--- src/rtl/clk_rate_seq_pkg.sv ---
package clk_rate_seq_pkg;

  localparam int N_RATES = 19;
  localparam int MHZ_W   = 16;
  localparam int IDX_W   = $clog2(N_RATES);

  typedef struct packed {
    logic [MHZ_W-1:0] mhz;
    logic [4:0]       in_div;
    logic [6:0]       fb_div;
    logic [1:0]       out_div;
    logic [3:0]       band;
  } rate_entry_t;

  typedef enum logic [1:0] {
    RES_OK      = 2'd0,
    RES_TIMEOUT = 2'd1,
    RES_ERROR   = 2'd2,
    RES_BADRATE = 2'd3
  } result_t;

  function automatic rate_entry_t make_entry(input int m, input int i, input int f, input int o);
    rate_entry_t e;
    e.mhz     = MHZ_W'(m);
    e.in_div  = 5'(i);
    e.fb_div  = 7'(f);
    e.out_div = 2'(o);
    e.band    = 4'd0;
    return e;
  endfunction

  // Entries 11..18 follow a regular 100 MHz ladder and are computed.
  function automatic rate_entry_t rate_lookup(input logic [IDX_W-1:0] idx);
    case (idx)
      5'd0:  return make_entry(100, 0, 11, 3);
      5'd1:  return make_entry(133, 0, 15, 3);
      5'd2:  return make_entry(200, 1, 47, 3);
      5'd3:  return make_entry(233, 1, 27, 2);
      5'd4:  return make_entry(300, 1, 35, 2);
      5'd5:  return make_entry(333, 1, 39, 2);
      5'd6:  return make_entry(400, 1, 47, 2);
      5'd7:  return make_entry(500, 0, 14, 1);
      5'd8:  return make_entry(600, 0, 17, 1);
      5'd9:  return make_entry(700, 0, 20, 1);
      5'd10: return make_entry(800, 0, 23, 1);
      default: begin
        int k;
        k = int'(idx) - 11;
        if (k < 0 || k > 7) k = 7;
        return make_entry(900 + 100 * k, 1, 26 + 3 * k, 0);
      end
    endcase
  endfunction

  // Field layout is fixed by the PLL that decodes it.
  function automatic logic [31:0] pack_ctrl(input rate_entry_t e);
    logic [31:0] w;
    w        = '0;
    w[3:2]   = e.out_div;
    w[8:4]   = e.in_div;
    w[15:9]  = e.fb_div;
    w[23:20] = e.band;
    return w;
  endfunction

  function automatic logic [MHZ_W-1:0] abs_diff(input logic [MHZ_W-1:0] a, input logic [MHZ_W-1:0] b);
    return (a > b) ? (a - b) : (b - a);
  endfunction

endpackage

--- src/rtl/clk_rate_rom.sv ---
module clk_rate_rom
  import clk_rate_seq_pkg::*;
(
  input  logic [IDX_W-1:0] idx,
  output rate_entry_t      entry
);
  always_comb entry = rate_lookup(idx);
endmodule

--- src/rtl/clk_lock_timer.sv ---
module clk_lock_timer #(
  parameter int CYCLES = 100
) (
  input  logic clk,
  input  logic rst,
  input  logic start,
  output logic fire
);
  localparam int CNT_W = (CYCLES > 1) ? $clog2(CYCLES + 1) : 1;

  logic [CNT_W-1:0] cnt;
  logic             running;

  always_ff @(posedge clk) begin
    if (rst) begin
      cnt     <= '0;
      running <= 1'b0;
      fire    <= 1'b0;
    end else begin
      fire <= 1'b0;
      if (start) begin
        running <= 1'b1;
        cnt     <= CNT_W'(CYCLES - 1);
      end else if (running) begin
        if (cnt == '0) begin
          running <= 1'b0;
          fire    <= 1'b1;
        end else begin
          cnt <= cnt - 1'b1;
        end
      end
    end
  end
endmodule

--- src/rtl/clk_rate_seq.sv ---
module clk_rate_seq
  import clk_rate_seq_pkg::*;
#(
  parameter int                CLK_MHZ    = 100,
  parameter int                LOCK_US    = 100,
  parameter int                THRESH_MHZ = 500,
  parameter int                HAS_IF_DIV = 1,
  parameter int                ADDR_W     = 8,
  parameter logic [ADDR_W-1:0] CTRL_ADDR  = 8'h00,
  parameter logic [ADDR_W-1:0] DIV_ADDR   = 8'h10
) (
  input  logic              clk,
  input  logic              rst,
  input  logic              req_valid,
  input  logic              req_query,
  input  logic [15:0]       req_mhz,
  input  logic              pll_locked,
  input  logic              pll_err,
  output logic              busy,
  output logic              done,
  output logic [1:0]        status,
  output logic [15:0]       resp_mhz,
  output logic              bus_wr,
  output logic [ADDR_W-1:0] bus_addr,
  output logic [31:0]       bus_wdata
);
  localparam int   LOCK_CYCLES = CLK_MHZ * LOCK_US;
  localparam bit   DIV_EN      = (HAS_IF_DIV != 0);
  localparam logic [MHZ_W-1:0] THRESH = MHZ_W'(THRESH_MHZ);
  localparam logic [31:0] DIV_HALF = 32'h1;
  localparam logic [31:0] DIV_PASS = 32'h0;

  typedef enum logic [2:0] {S_IDLE, S_SCAN, S_DECIDE, S_CTRL, S_WAIT, S_CHECK} state_t;

  state_t           state;
  logic [IDX_W-1:0] idx;
  rate_entry_t      rom_e;
  rate_entry_t      hit_e;
  logic             hit;
  logic             is_query;
  logic [MHZ_W-1:0] tgt;
  logic [MHZ_W-1:0] best;
  logic             tmr_start;
  logic             tmr_fire;

  clk_rate_rom u_rom (.idx(idx), .entry(rom_e));

  clk_lock_timer #(.CYCLES(LOCK_CYCLES)) u_timer (
    .clk(clk), .rst(rst), .start(tmr_start), .fire(tmr_fire)
  );

  always_ff @(posedge clk) begin
    if (rst) begin
      state     <= S_IDLE;
      idx       <= '0;
      hit_e     <= '0;
      hit       <= 1'b0;
      is_query  <= 1'b0;
      tgt       <= '0;
      best      <= '0;
      tmr_start <= 1'b0;
      busy      <= 1'b0;
      done      <= 1'b0;
      status    <= RES_OK;
      resp_mhz  <= '0;
      bus_wr    <= 1'b0;
      bus_addr  <= '0;
      bus_wdata <= '0;
    end else begin
      done      <= 1'b0;
      bus_wr    <= 1'b0;
      tmr_start <= 1'b0;
      case (state)
        S_IDLE: if (req_valid) begin
          tgt      <= req_mhz;
          is_query <= req_query;
          idx      <= '0;
          hit      <= 1'b0;
          busy     <= 1'b1;
          state    <= S_SCAN;
        end
        S_SCAN: begin
          // Earlier entry kept unless a later one is strictly closer.
          if (idx == '0 || abs_diff(tgt, rom_e.mhz) < abs_diff(tgt, best))
            best <= rom_e.mhz;
          if (rom_e.mhz == tgt) begin
            hit   <= 1'b1;
            hit_e <= rom_e;
          end
          if (idx == IDX_W'(N_RATES - 1)) state <= S_DECIDE;
          else                            idx   <= idx + 1'b1;
        end
        S_DECIDE: begin
          if (is_query) begin
            resp_mhz <= best;
            status   <= RES_OK;
            done     <= 1'b1;
            busy     <= 1'b0;
            state    <= S_IDLE;
          end else if (!hit) begin
            status <= RES_BADRATE;
            done   <= 1'b1;
            busy   <= 1'b0;
            state  <= S_IDLE;
          end else if (DIV_EN && hit_e.mhz > THRESH) begin
            bus_wr    <= 1'b1;
            bus_addr  <= DIV_ADDR;
            bus_wdata <= DIV_HALF;
            state     <= S_CTRL;
          end else begin
            bus_wr    <= 1'b1;
            bus_addr  <= CTRL_ADDR;
            bus_wdata <= pack_ctrl(hit_e);
            tmr_start <= 1'b1;
            state     <= S_WAIT;
          end
        end
        S_CTRL: begin
          bus_wr    <= 1'b1;
          bus_addr  <= CTRL_ADDR;
          bus_wdata <= pack_ctrl(hit_e);
          tmr_start <= 1'b1;
          state     <= S_WAIT;
        end
        S_WAIT: if (tmr_fire) state <= S_CHECK;
        S_CHECK: begin
          done  <= 1'b1;
          busy  <= 1'b0;
          state <= S_IDLE;
          if (!pll_locked)  status <= RES_TIMEOUT;
          else if (pll_err) status <= RES_ERROR;
          else begin
            status <= RES_OK;
            if (DIV_EN && hit_e.mhz <= THRESH) begin
              bus_wr    <= 1'b1;
              bus_addr  <= DIV_ADDR;
              bus_wdata <= DIV_PASS;
            end
          end
        end
        default: state <= S_IDLE;
      endcase
    end
  end
endmodule

--- config.mk ---
export PLATFORM = sky130hd
export DESIGN_NAME = clk_rate_seq
export DESIGN_NICKNAME = d
export VERILOG_FILES = /design/src/rtl/clk_rate_seq_pkg.sv /design/src/rtl/clk_rate_rom.sv /design/src/rtl/clk_lock_timer.sv /design/src/rtl/clk_rate_seq.sv
export SDC_FILE = /design/constraint.sdc
export NUM_CORES = 1
export LEC_CHECK = 0
export ABC_AREA = 1
export CELL_PAD_IN_SITES_DETAIL_PLACEMENT = 0
export CELL_PAD_IN_SITES_GLOBAL_PLACEMENT = 1
export CORE_MARGIN = 2
export CORE_UTILIZATION = 39
export CTS_CLUSTER_SIZE = 24
export DETAILED_ROUTE_END_ITERATION = 12
export GPL_ROUTABILITY_DRIVEN = 0
export PLACE_DENSITY_LB_ADDON = 0.05
export SLEW_MARGIN = 20
export SYNTH_ARGS = -nofsm -noshare
export SYNTH_HDL_FRONTEND = slang
export SYNTH_SLANG_ARGS = --single-unit
--- constraint.sdc ---
create_clock -name clk -period 6 [get_ports clk]
set_input_delay 1.2 -clock clk [delete_from_list [all_inputs] [get_ports clk]]
set_output_delay 1.2 -clock clk [all_outputs]
set_load 0.02 [all_outputs]
* Word level (Yosys, flattened, before mapping) *
Index checks and enable logic that the tools add are counted.

storage, ports and cells
  flip-flop bits (word level) = 154
  latch bits = 0
  bits in writable memories = 0
  memory bits (read-only) = 0
  input port bits = 22
  output and inout port bits = 61
  logic and storage cells = 158
  memories = 0

operators by class
  add/sub/neg operators = 9
  multiply operators = 2
  divide/modulo/power cells = 0
  order comparisons = 7
  equality and inequality tests = 29
  shift-type cells = 0
  muxes and demuxes = 61
  bitwise logic cells = 2
  reduce and logical (&&, ||, !) cells = 25

operator list
  kind                    count
  $pmux 34 s11            1
  $mux 32                 7
  $pmux 32 s3             1
  $sub 16x16->16          4
  $mux 14                 3
  $mux 8                  5
  $gt 16x16->1            2
  $gt 32x4->1 const B     1
  $lt 32x1->1 const B     1
  $mul 3x32->7 const A    1
  $mul 6x32->14 const A   1
  $mux 16                 2
  $mux 24                 1
  $pmux 8 s3              1
  $eq 5x3->1 const B      4
  $ne 2x2->1 const B      10
  $mux 1                  19
  $mux 3                  6
  $add 11x16->16 const A  1
  $eq 16x16->1            1
  $gt 16x9->1 const B     1
  $le 16x9->1 const B     1
  $lt 16x16->1            1
  $eq 5x4->1 const B      3
  32 further kinds        57

* Longest topological paths before layout *
Gate-level depths: netlist of the first run.

  depth after elaboration = 13
  depth in mapped cells = 50
  mapped depth without buffers = 49

* Cells and area by module *
A second synthesis of the first run with hierarchy kept.

unflattened totals
  cell total of the unflattened synthesis = 1,681
  area total of the unflattened synthesis = 10,955.5 um2

by module, submodules not included
  module          times used  cells an instance  area each (um2)  seq. area each (um2)
  clk_rate_seq    1           1,280              8,445.6          2,362.3
  clk_rate_rom    1           256                1,579.0          0.0
  clk_lock_timer  1           145                930.9            320.3

* Worst setup path before layout of the first run *
No wires, ideal clock.

  path kind = reg-to-reg
  start = reg idx[0]
  end = reg best[12]
  library setup time = 0.117 ns
  arrival time = 5.809 ns
  data required time = 5.883 ns
  slack = 0.074 ns
  cell stages (with the launch flop) = 44
  buffers on the path = 3
  period minus slack after synthesis = 5.926 ns
  cell sequence = dfxtp_1 > ha_1 > nor2_1 > nand2_1 > nand2_1 > nand2_1 > nand2_2 > nand2_2 > ha_1 > fa_1 > ha_1 > ha_1 > nor2_1 > inv_1 > nor2_1 > nand2_1 > nand2_1 > nand3_2 > [... 8 more ...] > nand2_1 > buf_2 > nand2_1 > nand2_1 > inv_1 > ha_1 > nand2_1 > inv_1 > nand3_1 > nor3_1 > nand2_1 > nand2_1 > nand2_1 > nand2_1 > clkbuf_1 > nand2_1 > nand2_1 > a21oi_1

between the ends
  cells in the longest elaborated chain, start to end = 13
  elaborated cells between the ends (all ways) = 27
  those cells by class = add/sub: 4; mul: 1; order compare: 4; eq/ne: 10; mux: 4; reduce/logical: 4

ends and longest elaborated chain
  what                                            RTL line                source
  from (decl)                                     clk_rate_seq.sv:36      logic [IDX_W-1:0] idx;
  from (signal assigned)                          clk_rate_seq.sv:91      else idx <= idx + 1'b1;
  $sub 5x4->6                                     clk_rate_seq_pkg.sv:48  k = int'(idx) - 11;
  $lt 32x1->1 or $gt 32x4->1 (tied branches)      clk_rate_seq_pkg.sv:49  if (k < 0 || k > 7) k = 7;
  $logic_or 1x1->1                                clk_rate_seq_pkg.sv:49
  $mux 32                                         clk_rate_seq_pkg.sv:49
  $mux 32                                         clk_rate_seq_pkg.sv:34  case (idx)
  $mul 6x32->14                                   clk_rate_seq_pkg.sv:50  return make_entry(900 + 100 * k, 1, 26 + 3 * k, 0);
  $add 11x16->16                                  clk_rate_seq_pkg.sv:50
  $pmux 34 s11                                    clk_rate_seq_pkg.sv:34
  $sub 16x16->16 or $gt 16x16->1 (tied branches)  clk_rate_seq_pkg.sv:67  return (a > b) ? (a - b) : (b - a);
  $mux 16                                         clk_rate_seq_pkg.sv:67
  $lt 16x16->1                                    clk_rate_seq.sv:84      if (idx == '0 || abs_diff(tgt, rom_e.mhz) < abs_diff(tgt, best))
  $logic_or 1x1->1                                clk_rate_seq.sv:84
  $reduce_and 2->1 (no source line)               n/a
  to (signal assigned)                            clk_rate_seq.sv:85      best <= rom_e.mhz;
  to (decl)                                       clk_rate_seq.sv:42      logic [MHZ_W-1:0] best;

Parallel ways exist; a longest one is shown, timed or not. The select of a mux whose other input is x is not followed.
A chain may end at the register's enable or synchronous reset.

* Worst setup path after layout of the first run *
  start = reg idx[0]
  end = reg best[9]

Same word-level chain as after synthesis.

==> flow_summary.rst, run 1 <==
.. list-table::
   :header-rows: 1

   * - Metric
     - Value
   * - Die Y
     - 163 µm
   * - Power per standard cell area
     - 517 nW/µm²
   * - Core ar.
     - 25000 µm²
   * - Part of the Yosys area used for sequential elements
     - 23.3%
   * - Starting Density
     - 39.5%
   * - Buffer type at the clock tree root
     - clkbuf_16
   * - Final critical delay including setup and external delays
     - 5.87 ns
   * - Setup repair after global routing missed its margin
     - true
   * - Sum of overflow across all layers after global routing
     - 0
   * - Clock tree from TritonCTS
     - done
   * - Category of the critical setup timing path
     - flop to flop
   * - Total power
     - 6410 µW
   * - Clock sink total
     - 115
   * - Slew HR
     - 41.5%
   * - Maximum number of pins on one net before global-route repair
     - 51
   * - Total setup violations reported at the end of the flow
     - 0
   * - Post-route worst hold slack
     - 0.461 ns
   * - Placement-stage cell area
     - 11200 µm²
   * - Router iterations before antenna repair
     - 5
   * - Cell type with the highest occurrence count on the critical path
     - nand2_1
   * - Cell taking the most area after synthesis
     - dfxtp_1
   * - Global-route wire length before repair
     - 47800 µm
   * - Sum of routed wire length over all layers
     - 30800 µm
   * - Startpoint class of the critical path
     - flop
   * - Multi-input logic area
     - 7080 µm²
   * - Most frequently used flop master after synthesis
     - dfxtp_1
   * - Result of the run
     - finished clean
   * - DRC errors left
     - 0
   * - Clock insertion delay at the later pin of the skew report
     - 0.41 ns
   * - Initial antenna violation count
     - 0
   * - Share of the clock period used by the worst path
     - 97.9%
   * - Most frequent cell after synthesis
     - nand2_1
   * - Total I/O pin count
     - 83
   * - Commonest cells in the netlist
     - 342 x nand2_1, 191 x inv_1, 153 x a21oi_1, 118 x nor2_1, 115 x dfxtp_1
   * - Mapped Area
     - 9890 µm²
   * - DR WL/cell
     - 15.7 µm
   * - Via density
     - 4.86
   * - Fin. max-slew vios
     - 0
   * - Number of flops mapped to enable cells by yosys
     - 0
   * - Clock-pin slew of the registers on the worst-case setup and hold paths
     - 0.06 ns
   * - Vias in the first global route
     - 9164
   * - Number of cells after detailed placement
     - 1924
   * - Violation count after the first detailed-route iteration
     - 465
   * - Non-filler cells, final
     - 1964
   * - Worst Skew
     - 0.00939 ns
   * - Die outline width
     - 163 µm
   * - Overall track demand over capacity in global routing
     - 23.0%
   * - MaxCap Viol Count
     - 0
   * - Total inserted antenna cells
     - 0
   * - Number of levels the H-tree was split into
     - 4
   * - Number of fillers in the final layout
     - 2634
   * - Synthesized area per cell
     - 6.67 µm²
   * - Floorplan row count
     - 58
   * - Number of warning messages in the yosys log
     - 0
   * - Kind of end point of the critical path
     - flop
   * - Worst R2R Setup Slack
     - 0.13 ns
   * - Worst endpoint data arrival time
     - 6.17 ns
   * - Final hold violation count
     - 0
   * - Post-route antenna net violation count
     - 0
   * - Slew of the pin with the lowest slew margin
     - 0.874 ns
   * - Ratio of cells with drive above 1 in the final layout
     - 16.0%
   * - Async set or reset register ratio after synthesis
     - 0%
   * - Worst Path Max Fanout
     - 8
   * - Syn Inst Count
     - 1482
   * - Layout overhead on the synthesized area
     - 25.5%
   * - Reg area
     - 2310 µm²
   * - Final standard cell area without fillers
     - 12400 µm²
   * - Maximum vdd drop
     - 614 µV
   * - Number of CTS-inserted buffers
     - 17
   * - Leakage
     - 0.00609 µW
   * - Die Area
     - 26600 µm²
   * - Hold/Removal Path Class
     - flop to flop
   * - Detailed placer's ending HPWL
     - 24700 µm
   * - Fraction of synthesized cell area taken by the top area cell type
     - 23.3%
   * - Largest cells by area after synthesis
     - dfxtp_1 23%, ha_1 14%, nand2_1 13%
   * - Required time of the critical path
     - 6.30 ns
   * - Upper clock frequency limit
     - 170 MHz
   * - Port Buffers
     - 53
   * - Master of the slowest instance on the critical path
     - fa_1
   * - Yosys reg bits
     - 115
   * - Number of nets in the finished design
     - 1762
   * - Maximum number of buffers from clock root to sink
     - 2
   * - Distinct cell type count after synthesis
     - 55
   * - Total via count in the routed design
     - 9543
   * - CP max stage delay
     - 0.47 ns
[cells in the final DEF, fill, tap and decap left out, types with 4 or more instances in the layout]
| cell type | n |
|---|---|
| nor3_1 | 19 |
| nand4_1 | 6 |
| a21o_1 | 9 |
| inv_1 | 182 |
| conb_1 | 52 |
| clkinv_4 | 4 |
| fa_1 | 5 |
| buf_6 | 6 |
| inv_6 | 4 |
| nor2_1 | 111 |
| nand3_4 | 6 |
| ha_4 | 14 |
| a21oi_2 | 17 |
| clkdlybuf4s50_1 | 53 |
| buf_4 | 78 |
| xor2_1 | 42 |
| or2_2 | 4 |
| a31oi_1 | 7 |
| xnor2_1 | 10 |
| inv_2 | 16 |
| nor4_1 | 4 |
| o21ai_1 | 11 |
| ha_1 | 96 |
| o21ai_2 | 10 |
| o211ai_1 | 5 |
| a21oi_1 | 137 |
| nand3_2 | 4 |
| o21bai_1 | 10 |
| nand2_1 | 320 |
| nand3_1 | 63 |
| bufinv_16 | 4 |
| dfxtp_1 | 112 |
| nand2_4 | 10 |
| nand2_2 | 28 |
| clkbuf_16 | 18 |
| o21ai_0 | 95 |
| nor2_2 | 8 |
| nor2_4 | 6 |
[cell families after synthesis]
logic type | count (synthesis) | share of synthesized area [%]
AOI/OAI and AO/OA | 322 | 17.8
xor gates and xnor gates | 54 | 4.78
adders and majority gates | 119 | 15.5
buffers and inverters | 269 | 11.9
DFF | 115 | 23.3
other | 2 | 0.0759
and+or+nand+nor | 601 | 26.7
[registers in the layout (all words and copies together), names as in the netlist, 3 cells and up]
name / cells
tgt: 16
best: 15
resp_mhz: 15
hit_e: 25
idx: 5
u_timer.cnt: 14
state: 3
bus_wdata: 11
[routing by layer]
| layer | global-route usage [%] | wire length [µm] |
|---|---|---|
| met2 | 41.2 | 15400 |
| met3 | 2.56 | 811 |
| met5 | 0 | 0 |
| met4 | 6.40 | 652 |
| met1 | 29.0 | 13900 |
[through the flow]
step | setup TNS [ns] | util, % | setup WS (ns)
after floorplan | 0 | - | 0.0739
after global placement | -2.38 | 44.7 | -0.189
after detailed placement | -3.44 | 44.8 | -0.252
after CTS | 0 | 47.7 | 0.00327
after global routing | -2.39 | 49.6 | -0.188
final | 0 | 49.6 | 0.129
[worst max-delay path, delay by kind of cell (launching register included)]
family                     cells  cell delay (ns)
AOI/OAI and AO/OA              6             0.78
xor gates and xnor gates       2             0.25
adders and majority gates      7             2.15
and+or+nand+nor               18             1.44
buffers and inverters          7             0.76
DFF                            1             0.36
[power by group]
part           total (µW)  switching, µW  internal (µW)
Combinational        4410           2750           1660
Clock                1090            385            701
Sequential            914           77.2            837
[final timing paths]
| check | start | endpoint | cells past startpoint |
|---|---|---|---|
| hold reg to reg | hit_e[8] | bus_wdata[11] | 2 |
| hold / removal | hit_e[8] | bus_wdata[11] | 2 |
| setup / recovery | idx[0] | best[9] | 40 |
| setup reg to reg | idx[0] | best[9] | 40 |
[final cells by class]
type | instances | share of cell area (%)
inverters | 200 | 6.12
clock inverters | 14 | 1.61
repair buffers | 139 | 9.90
multi-input cells | 1148 | 57.0
clock buffers | 18 | 3.46
flip-flops and latches | 115 | 18.6
well taps | 330 | 3.33
[timing repair]
item / 4_1_cts / 5_1_grt
buffers inserted: 0 / 6
hold buffers: 0 / 0
endpoints found under the setup margin: 15 / 15
pin swaps: 6 / 49
cloned: 1 / 1
resized for setup: 24 / 108
Note: power is estimated with default switching activity, not from simulation.
==> inputs of run 2 (changes only) <==
--- a/config.mk
+++ b/config.mk
@@ -9,10 +9,12 @@
 export CELL_PAD_IN_SITES_DETAIL_PLACEMENT = 0
 export CELL_PAD_IN_SITES_GLOBAL_PLACEMENT = 1
 export CORE_MARGIN = 2
-export CORE_UTILIZATION = 39
+export CORE_UTILIZATION = 35
+export CTS_BUF_LIST = sky130_fd_sc_hd__clkbuf_2
 export CTS_CLUSTER_SIZE = 24
 export DETAILED_ROUTE_END_ITERATION = 12
 export GPL_ROUTABILITY_DRIVEN = 0
+export GPL_TIMING_DRIVEN = 0
 export PLACE_DENSITY_LB_ADDON = 0.05
 export SLEW_MARGIN = 20
 export SYNTH_ARGS = -nofsm -noshare
==> run 2 against run 1 <==
  * The run now ends with negative setup slack left
  * Sequential power shrank 0.7%
  * Routed wire length grew 5.9%
  * Sequential cell count is the same
  * Worst hold slack gained 0.017 ns
  * Clock-buffer cell count shrank 1
  * Largest cell class unchanged
==> flow_summary.rst, run 2 (synthesis results as in run 1) <==
.. list-table::
   :header-rows: 1

   * - Metric
     - Value
   * - Result of the run
     - finished with violations
   * - Violations in the final reports
     - negative setup slack
   * - Kind of end point of the critical path
     - flop
   * - Final standard cell utilization of the core
     - 44.2%
   * - DR WL/cell
     - 16.0 µm
   * - Multi-input logic area
     - 7160 µm²
   * - Core ar.
     - 27800 µm²
   * - Fin. max-slew vios
     - 0
   * - Number of nets in the finished design
     - 1785
   * - Initial antenna violation count
     - 1
   * - Power per standard cell area
     - 472 nW/µm²
   * - MaxCap Viol Count
     - 0
   * - # hold bufs at CTS
     - 0
   * - Sum of overflow across all layers after global routing
     - 0
   * - Endpoint of the worst register-to-register path
     - best[0]
   * - Cell depth of the worst flop-to-flop path
     - 34
   * - Non-filler cells, final
     - 2036
   * - Upper clock frequency limit
     - 166 MHz
   * - Post-route antenna net violation count
     - 0
   * - Master of the slowest instance on the critical path
     - fa_1
   * - Buffer type at the clock tree root
     - clkbuf_2
   * - Final hold violation count
     - 0
   * - Worst Path Max Fanout
     - 6
   * - Violation count after the first detailed-route iteration
     - 480
   * - Slew of the pin with the lowest slew margin
     - 0.690 ns
   * - Layout overhead on the synthesized area
     - 24.3%
   * - Placement Setup Slack
     - -1.64 ns
   * - Startpoint of the lowest-slack register-to-register path
     - idx[2]
   * - Slew HR
     - 53.6%
   * - Category of the critical setup timing path
     - flop to flop
   * - Hold/Removal Path Class
     - flop to flop
   * - Most common cell after layout, fill and taps aside
     - nand2_1
   * - Via density
     - 4.73
   * - Worst Skew
     - 0.0294 ns
   * - DRC errors left
     - 0
   * - Flip-flop count of the largest register after layout
     - 25
   * - Worst endpoint data arrival time
     - 6.70 ns
   * - Die Y
     - 172 µm
   * - Clock tree from TritonCTS
     - done
   * - CP max stage delay
     - 0.49 ns
   * - Total via count in the routed design
     - 9637
   * - Top reg by flops
     - hit_e
   * - Clock sink total
     - 115
   * - Number of CTS-inserted buffers
     - 17
   * - Reg area
     - 2320 µm²
   * - Biggest registers after layout
     - hit_e: 25 flops, tgt: 16 flops
   * - Clock insertion delay at the later pin of the skew report
     - 0.70 ns
   * - Router iterations before antenna repair
     - 5
   * - Die outline width
     - 172 µm
   * - Floorplan row count
     - 61
   * - Number of levels the H-tree was split into
     - 4
   * - Vias in the first global route
     - 9366
   * - Detailed placer's ending HPWL
     - 26100 µm
   * - Share of the clock period used by the worst path
     - 101%
   * - End point of the critical path
     - best[0]
   * - Post-route worst hold slack
     - 0.478 ns
   * - Maximum vdd drop
     - 212 µV
   * - Total setup violations reported at the end of the flow
     - 10
   * - Setup ws final
     - -0.0356 ns
   * - Die Area
     - 29600 µm²
   * - Number of cells after detailed placement
     - 1963
   * - Port Buffers
     - 53
   * - Ratio of cells with drive above 1 in the final layout
     - 16.4%
   * - Global-route wire length before repair
     - 50500 µm
   * - Most used cells in the layout excluding fill and tap cells
     - 312 x nand2_1, 178 x inv_1, 142 x a21oi_1, 111 x nor2_1, 111 x dfxtp_1
   * - Leakage
     - 0.00598 µW
   * - Maximum number of buffers from clock root to sink
     - 2
   * - Total I/O pin count
     - 83
   * - Launch point of the critical path
     - idx[2]
   * - Worst R2R Setup Slack
     - -0.04 ns
   * - Startpoint class of the critical path
     - flop
   * - Setup repair after global routing missed its margin
     - true
   * - Required time of the critical path
     - 6.66 ns
   * - Clock-pin slew of the registers on the worst-case setup and hold paths
     - 0.20 ns
   * - Starting Density
     - 35.6%
   * - Sum of routed wire length over all layers
     - 32600 µm
   * - Number of fillers in the final layout
     - 3031
   * - Final critical delay including setup and external delays
     - 6.04 ns
   * - Overall track demand over capacity in global routing
     - 22.2%
   * - Maximum number of pins on one net before global-route repair
     - 17
[run 2: cell count changes in the layout (fill, tap and decap cells not counted), sizes merged]
| cell | delta |
|---|---|
| inv | -4 |
| clkbuf | +22 |
| bufinv | -3 |
| clkinv | +3 |
| clkinvlp | +5 |
| diode | +1 |
[run 2: per-layer routing]
layer,GRT usage [%],share of wire [%],routed length (µm),vias to the layer above
li1,-,-,-,5049
met1,28.2,46,14900,4376
met2,39.2,49,16000,167
met3,2.40,2.6,842,45
met4,7.56,2.6,843,0
met5,0,0,0,-
[run 2: repair_timing]
item / in CTS / in global routing
setup endpoints to repair: 15 / 15
buffers inserted: 32 / 5
resized for setup: 128 / 44
pin swaps: 47 / 42
cloned: 3 / 1
[run 2: power breakdown]
part | switching, µW | internal [µW] | total, µW
Sequential | 72.5 | 836 | 908
Clock | 336 | 151 | 486
Combinational | 2750 | 1660 | 4410
[run 2: worst min-delay path by stage]
| stage | startpoint | end | slack [ns] | depth (start not counted) |
|---|---|---|---|---|
| final | u_timer.running | u_timer.fire | 0.48 | 2 |
| after global placement | bus_addr[4] | bus_addr[4] | 0.46 | 2 |
| after CTS | u_timer.running | u_timer.fire | 0.47 | 2 |
| after detailed placement | bus_addr[4] | bus_addr[4] | 0.45 | 2 |
| after global routing | bus_addr[4] | bus_addr[4] | 0.50 | 2 |
| after floorplan | hit_e[4] | bus_wdata[2] | 0.44 | 2 |
[run 2: through the flow]
stage          TNS [ns]  power [µW]  area (µm²)
2_1_floorplan         0        3520       10100
3_3_place_gp     -22.04        4500       11100
3_5_place_dp     -22.32        4510       11100
4_1_cts        -0.00940        5610       12100
5_1_grt           -4.18        6400       12300
6_report         -0.201        5800       12300
[run 2: area by class of cell]
cell class | count | area share, %
multi-input combinational | 1148 | 58.2
sequential | 115 | 18.8
timing repair buffer | 93 | 7.22
inverter | 200 | 6.27
tap | 378 | 3.85
buffer | 69 | 3.77
clock inverter | 15 | 1.11
clock buffer | 17 | 0.692
antenna | 1 | 0.0204
[run 2: critical path: cells and delay by family (launching register included)]
kind	cells	cell delay (ns)
simple gates	15	1.64
compound gates	7	1.14
buf+inv	6	0.76
flops	1	0.40
fa+ha+maj	6	2.03
